==> src/rtl/lane_mul32.sv <==
module lane_mul32 (
  input  logic        clk,
  input  logic        rst_n,
  input  logic        in_vld,
  input  logic [31:0] in_word,
  input  logic [1:0]  width_sel,
  input  logic        pipe8_en,
  input  logic        pipe16_en,
  output logic        out_vld,
  output logic [31:0] out_prod
);
  localparam int NIB   = 4;
  localparam int BYTE  = 2 * NIB;
  localparam int HALF  = 2 * BYTE;
  localparam int WORD  = 2 * HALF;
  localparam int UNITS = 4;

  function automatic logic [BYTE-1:0] mul4(input logic [NIB-1:0] a, input logic [NIB-1:0] b);
    logic [BYTE-1:0] acc;
    acc = '0;
    for (int i = 0; i < NIB; i++)
      if (b[i]) acc = acc + ({{NIB{1'b0}}, a} << i);
    return acc;
  endfunction

  logic [WORD-1:0] w_q;
  logic [1:0]      sel_q;
  logic            p8_q, p16_q, v_q;

  always_ff @(posedge clk or negedge rst_n)
    if (!rst_n) begin
      w_q <= '0; sel_q <= '0; p8_q <= 1'b0; p16_q <= 1'b0; v_q <= 1'b0;
    end else begin
      w_q <= in_word; sel_q <= width_sel; p8_q <= pipe8_en; p16_q <= pipe16_en; v_q <= in_vld;
    end

  wire is16 = sel_q[1];
  wire is4  = (sel_q == 2'b00);
  wire use1 = p8_q & ~is4;
  wire use2 = p16_q & is16;

  logic [UNITS-1:0][BYTE-1:0] opx, opy;
  always_comb begin
    opx = '0;
    opy = '0;
    if (is16) begin
      opx[0] = w_q[23:16]; opy[0] = w_q[7:0];
      opx[1] = w_q[31:24]; opy[1] = w_q[7:0];
      opx[2] = w_q[23:16]; opy[2] = w_q[15:8];
      opx[3] = w_q[31:24]; opy[3] = w_q[15:8];
    end else if (!is4) begin
      opx[0] = w_q[15:8];  opy[0] = w_q[7:0];
      opx[3] = w_q[31:24]; opy[3] = w_q[23:16];
    end else begin
      for (int k = 0; k < UNITS; k++) begin
        opx[k] = {{NIB{1'b0}}, w_q[BYTE*k+NIB +: NIB]};
        opy[k] = {{NIB{1'b0}}, w_q[BYTE*k +: NIB]};
      end
    end
  end

  logic [UNITS-1:0][3:0][BYTE-1:0] pp_c, pp_r, pp_s;
  logic [UNITS-1:0][HALF-1:0]      m8_c, m8_r, m8_s;
  logic                            v1_r, v2_r, v_s1;

  for (genvar k = 0; k < UNITS; k++) begin : g_unit
    for (genvar j = 0; j < 4; j++) begin : g_nib
      assign pp_c[k][j] = mul4(j[0] ? opx[k][BYTE-1:NIB] : opx[k][NIB-1:0],
                               j[1] ? opy[k][BYTE-1:NIB] : opy[k][NIB-1:0]);
    end
    assign m8_c[k] = (HALF'(pp_s[k][3]) << BYTE)
                   + ((HALF'(pp_s[k][1]) + HALF'(pp_s[k][2])) << NIB)
                   + HALF'(pp_s[k][0]);
  end

  always_ff @(posedge clk or negedge rst_n)
    if (!rst_n) begin
      pp_r <= '0; m8_r <= '0; v1_r <= 1'b0; v2_r <= 1'b0;
    end else begin
      pp_r <= pp_c; v1_r <= v_q;
      m8_r <= m8_c; v2_r <= v_s1;
    end

  assign pp_s = use1 ? pp_r : pp_c;
  assign v_s1 = use1 ? v1_r : v_q;
  assign m8_s = use2 ? m8_r : m8_c;
  assign out_vld = use2 ? v2_r : v_s1;

  wire [WORD-1:0] m16 = (WORD'(m8_s[3]) << HALF)
                      + ((WORD'(m8_s[1]) + WORD'(m8_s[2])) << BYTE)
                      + WORD'(m8_s[0]);

  always_comb
    if (is16)     out_prod = m16;
    else if (!is4) out_prod = {m8_s[3], m8_s[0]};
    else          out_prod = {m8_s[3][BYTE-1:0], m8_s[2][BYTE-1:0], m8_s[1][BYTE-1:0], m8_s[0][BYTE-1:0]};

  logic [1:0] age;
  always_ff @(posedge clk or negedge rst_n)
    if (!rst_n) age <= '0;
    else if (age != 2'd3) age <= age + 2'd1;

  p_lat_w4_r5: assert property (@(posedge clk) disable iff (!rst_n)
    (in_vld && width_sel == 2'b00) |=> out_vld);

  p_lat_w8_r6: assert property (@(posedge clk) disable iff (!rst_n)
    (age == 2'd3 && sel_q == 2'b01 && p8_q && $past(sel_q) == 2'b01 && $past(p8_q)
     && $past(in_vld, 2)) |-> out_vld);

  p_lat_w16_r7: assert property (@(posedge clk) disable iff (!rst_n)
    (age == 2'd3 && sel_q[1] && p8_q && p16_q && $past(sel_q[1]) && $past(p8_q) && $past(p16_q)
     && $past(sel_q[1], 2) && $past(p8_q, 2) && $past(p16_q, 2) && $past(in_vld, 3)) |-> out_vld);

  p_val_src_r9: assert property (@(posedge clk) disable iff (!rst_n)
    (age == 2'd3 && out_vld) |-> ($past(in_vld) || $past(in_vld, 2) || $past(in_vld, 3)));

  p_w4_value_r2: assert property (@(posedge clk) disable iff (!rst_n)
    (age != 2'd0 && out_vld && sel_q == 2'b00) |->
      out_prod[7:0] == ({4'b0, $past(in_word[7:4])} * {4'b0, $past(in_word[3:0])}));
endmodule

==> config.mk <==
export PLATFORM = sky130hd
export DESIGN_NAME = lane_mul32
export DESIGN_NICKNAME = d
export VERILOG_FILES = /design/src/rtl/lane_mul32.sv
export SDC_FILE = /design/constraint.sdc
export NUM_CORES = 1
export LEC_CHECK = 0
export BUFFER_PORTS_ARGS = -buffer_cell sky130_fd_sc_hd__buf_2
export CAP_MARGIN = 25
export CORE_UTILIZATION = 55
export DETAILED_ROUTE_END_ITERATION = 12
export HOLD_SLACK_MARGIN = 0.08
export PLACE_DENSITY = 0.8
export SYNTH_ARGS = -nofsm -noshare
export SYNTH_HDL_FRONTEND = slang
export SYNTH_SLANG_ARGS = --single-unit
export TNS_END_PERCENT = 30
==> constraint.sdc <==
create_clock -name clk -period 28 [get_ports clk]
set_input_delay 5.6 -clock clk [delete_from_list [all_inputs] [get_ports clk]]
set_output_delay 5.6 -clock clk [all_outputs]
set_load 0.02 [all_outputs]
Yosys cells after proc, flatten, opt, wreduce, memory -nomap -nowiden
Index checks and enable logic that the tools add are counted.
{ "word_totals": {"regBits": 231, "input_bits": 39, "out_inout_bits": 33, "wordCells": 172} }
{ "op_classes": {"n_addsub": 63, "mux": 78, "n_bitwise": 3, "n_reduce_logical": 1} }
{ "ops": {"columns": ["op", "n"], "rows": [
  ["$mux W8", 52],
  ["$add A8 B6 Y8", 16],
  ["$add A8 B7 Y8", 16],
  ["$mux W128", 1],
  ["$mux W32", 4],
  ["$add A8 B5 Y8", 10],
  ["$add A16 B13 Y16", 4],
  ["$add A16 B8 Y16", 4],
  ["$mux W4", 16],
  ["$mux W64", 1],
  ["$add A4 B5 Y6", 6],
  ["$add A8 B8 Y9", 4],
  ["$add A32 B16 Y32", 1],
  ["$add A32 B25 Y32", 1],
  ["$mux W12", 2],
  ["$add A16 B16 Y17", 1],
  ["$and A1 B1 Y1", 2],
  ["$logic_not A2 Y1", 1],
  ["$mux W1", 2],
  ["$not A1 Y1", 1]
]} }

Depth between registers and ports, before layout
{ "depth": {"depth_word": 19, "mapped_depth": 48, "mapped_depth_nobuf": 44} }

Worst setup path after synthesis
No wires, ideal clock.
{ "synth_path": {"path_kind": "reg2out", "startpoint": "reg sel_q[1]", "endpoint": "out out_prod[26]", "t_arrival_ps": 10096, "required_ps": 22400, "slack_ps": 12304, "stages_incl_launch_ff": 46, "n_path_buf": 8, "cell_sequence": "dfrtp_1 -> buf_6 -> buf_6 -> buf_2 -> buf_2 -> buf_2 -> clkbuf_1 -> clkbuf_1 -> clkbuf_1 -> and2_1 -> ha_1 -> inv_1 -> fa_1 -> xnor2_1 -> nor2_1 -> xnor2_1 -> inv_1 -> fa_1 -> [10 not listed] -> a21boi_0 -> nor2_1 -> nand2_1 -> nand2_1 -> ha_1 -> or3_1 -> nor3_1 -> nor2_1 -> xnor2_1 -> ha_1 -> and3_1 -> a221o_1 -> a41oi_1 -> o21ai_0 -> o41ai_1 -> nor2_1 -> xor2_1 -> mux2i_1"} }
{ "synth_rtl": {"columns": ["item", "line", "source"], "rows": [
  ["from (decl)", "27", "logic [1:0] sel_q;"],
  ["from (signal assigned)", "34", "w_q <= in_word; sel_q <= width_sel; p8_q <= pipe8_en; p16_q <= pipe16_en; v_q <= in_vld;"],
  ["to (decl)", "10", "output logic [31:0] out_prod"]
]} }

==> impl_results.md <==
* Outcome: finished clean
* Largest area contributor in the netlist: dfrtp_1
* Hold-fix buffers at CTS at 0
* Int Pwr at 1.157 mW
* Max-slew violation count at 0
* Hold Crit Class: register to register
* Mapped Cells at about 2500
* Post-synth top area share at 0.2622
* Cts repair resizes at 0
* Pwr Total at about 2.1 mW
* Chip Width at between 200 and 250 um
* Power Dens Cells at between 80 and 90 nW/um2
* GPL Wtd Cong at 0.9794
* Final core utilization at 0.6114
* DR vias/cell at around 6.0
* Ys Warns at 0
* Final hold viol count at 0
* Commonest non-fill, non-tap cell in the layout: nand2_1
* Max-Cap Viols at 0
* Skew-Pair Late Insertion Delay at 0.58 ns
* Most frequent cells in the layout: nand2_1, ha_1, dfrtp_1
* Core area at 39100 um2
* Port bufs at 71
* Avg Inst Size Synth at ~8.9 um2
* Die Footprint at around 41000 um2
* Fin Setup TNS at 0 ns
* CTS tree: yes
* Layout area overhead at 8.416%
* Register share of total power at 0.200
* Setup violators final at 0
* RSZ-0062 raised after global routing: no
* Post-route minimum period at 17.38 ns
* Crit path max fanout at 73
* Worst slew margin at 0.3782
* Share of layout cells above drive strength 1 at 0.1335
* DIE HEIGHT at 202.2 um
* Mapped Area at 22050 um2
* Simple-gate area share of the yosys netlist at 0.1435
* Combinational Power Share at 0.608
* FFs w/ async S/R, synth at 1.000
* Clock root cell: clkbuf_16
* Clock Path Buffers at 3
* Fmax at 57.52 MHz
* Switching pwr at 0.9669 mW
* Adder-cell share of the synthesized area at 0.2093
* Mean routed wirelength per cell at just over 20 um
* Largest family of logic cells by synthesized area: adder cells
* Leakage at about 12 nW
* Switching Fraction at 0.4552
* Largest net degree at the start of global routing at 90
* Top FF cell, synth: dfrtp_1
* Initial DRC Count at 1514
* Initial DRT Pass Iterations at 5
* Clock power frac at 0.192
* Mux cell area share after synthesis at 0.1050
* Diode count at 0
* Drc violations at 0
* Overflow after GRT at 0
* Post-synth EDFFs at 0
* Crit path kind: register to primary output
* Pre-CTS setup slack at 11.33 ns
* Design area at about 24000 um2
* Seq/Total Area, Yosys at 0.2622
* Synth Register Bits at 231
* First-pass GRT wire length at approximately 100 mm
* Cell variety after synth at 87
* DRT Wirelength at 62.29 mm
* Worst setup EP type: primary output
* Final HPWL DP at 47.56 mm
* Synth Area in Compound Gates at 0.1647
* Vias post-DR at about 18000
* Clk slew on worst S/H paths at roughly 0.060 ns
* Synth area leaders: dfrtp_1, ha_1, mux2_2, fa_1, nand2_1
* Placed Area at 22850 um2
* H-tree depth at 1
* Crit-path max cell delay at roughly 0.69 ns
* Xor/xnor share of the synthesized area at 0.06833
* Total CTS buffers at 27
* Global-route usage over all layers at 0.3097
* Worst-Margin Slew at 0.9327 ns
* Arrival time of the worst setup path at between 10 and 15 ns
* Worst setup SP type: register
* Skew final at 0.01185 ns
* Nets at 2879
* Initial antenna violation count at 0
* CP required at 22.40 ns
* Post-CTS Setup Bufs at 0
* Slowest CP cell: dfrtp_4
* Max IR drop VDD at 59.61 uV
* Vias in the first global route at 18330
* Worst Slack Setup Final at 10.62 ns
* I/O pin count at 72
* Routed Antenna Nets at 0
* Ratio of final minimum period to clock period at 0.6209
* Post-Syn Nets at 2846
* Rows at 72
* Sink Count at between 200 and 250
* Starting Density at 0.5639
## metrics by stage
| stage | std cells | hold slack [ns] |
|---|---|---|
| 6_report | 3049 | 0.3953 |
| 5_1_grt | 3049 | 0.4070 |
| 4_1_cts | 3047 | 0.4001 |
| 3_5_place_dp | 2997 | 0.3796 |
| 3_3_place_gp | 2997 | 0.3707 |
| 2_1_floorplan | 2477 | 0.3535 |
## metal layers
layer | wire length [um] | GRT usage
met1 | 27300 | 0.4195
met2 | 28780 | 0.5074
met3 | 3657 | 0.03547
met4 | 2554 | 0.1187
met5 | 0 | 0
## cell usage after synthesis, types with 6 or more instances
cell / count
and3_1: 25
o31a_1: 6
a21boi_0: 6
mux2i_1: 50
nand3_1: 29
nor2_1: 217
fa_1: 58
a31oi_1: 11
nor3b_1: 10
buf_1: 12
nor3_1: 38
o21ai_0: 87
nand2_1: 297
a211oi_1: 11
xnor2_1: 115
ha_1: 272
xor2_1: 57
and2_1: 19
a21oi_1: 185
a21o_1: 94
o211ai_1: 10
o31ai_1: 9
o21bai_1: 17
mux2_2: 156
a22o_1: 11
a22oi_1: 12
clkbuf_1: 60
buf_2: 15
dfrtp_1: 231
o21a_1: 22
nor2b_1: 28
o22ai_1: 10
inv_1: 165
nand2b_1: 10
or3_1: 14
## final cells by class
type	count	area (um2)
Clock inverter	15	264.0
Clock buffer	35	755.7
Inverter	169	634.4
Multi-Input combinational cell	1985	15240
Fill cell	3371	15190
Timing Repair Buffer	96	573.1
Tap cell	518	648.1
Sequential cell	231	5786
## worst paths after layout
path	slack, ns	endpoint	depth (start not counted)	from
setup / recovery	10.62	out_prod[26]	43	sel_q[1]
max in group asynchronous	21.45	m8_r[15]	2	rst_n
hold / removal	0.40	v1_r	0	v_q
hold reg to reg	0.40	v1_r	0	v_q
min in group asynchronous	5.05	pp_r[52]	1	rst_n
setup reg to reg	19.50	m8_r[63]	26	sel_q[1]
## cell families after synthesis
kind of cell             count (synthesis)
buffers and inverters                  261
AO/OA/AOI/OAI                          554
multiplexers                           209
flip-flops                             231
AND/OR/NAND/NOR                        715
XOR/XNOR                               172
adder cells (fa/ha/maj)                335
## power groups by stage
stage               registers [mW]  clock network [mW]  logic [mW]
detailed placement           0.429                   0        1.26
finish                       0.424               0.408        1.29
floorplan                    0.416                   0       0.933
global placement             0.426                   0        1.24
global route                 0.430               0.427        1.41
CTS                          0.424               0.414        1.27
## flip-flops by register name (all words and copies together) (netlist names)
signal,flops
m8_r,64
p16_q,1
p8_q,1
pp_r,128
sel_q,2
v1_r,1
v2_r,1
v_q,1
w_q,32
## worst max-delay path, delay by kind of cell (launching register included)
kind	cells	cell delay (ns)
AOI/OAI and AO/OA	11	2.90
xor gates and xnor gates	4	0.61
adders and majority gates	7	2.64
buffers and inverters	5	1.05
DFF	1	0.69
muxes	2	0.31
and+or+nand+nor	14	2.91
Note: power is estimated with default switching activity, not from simulation.
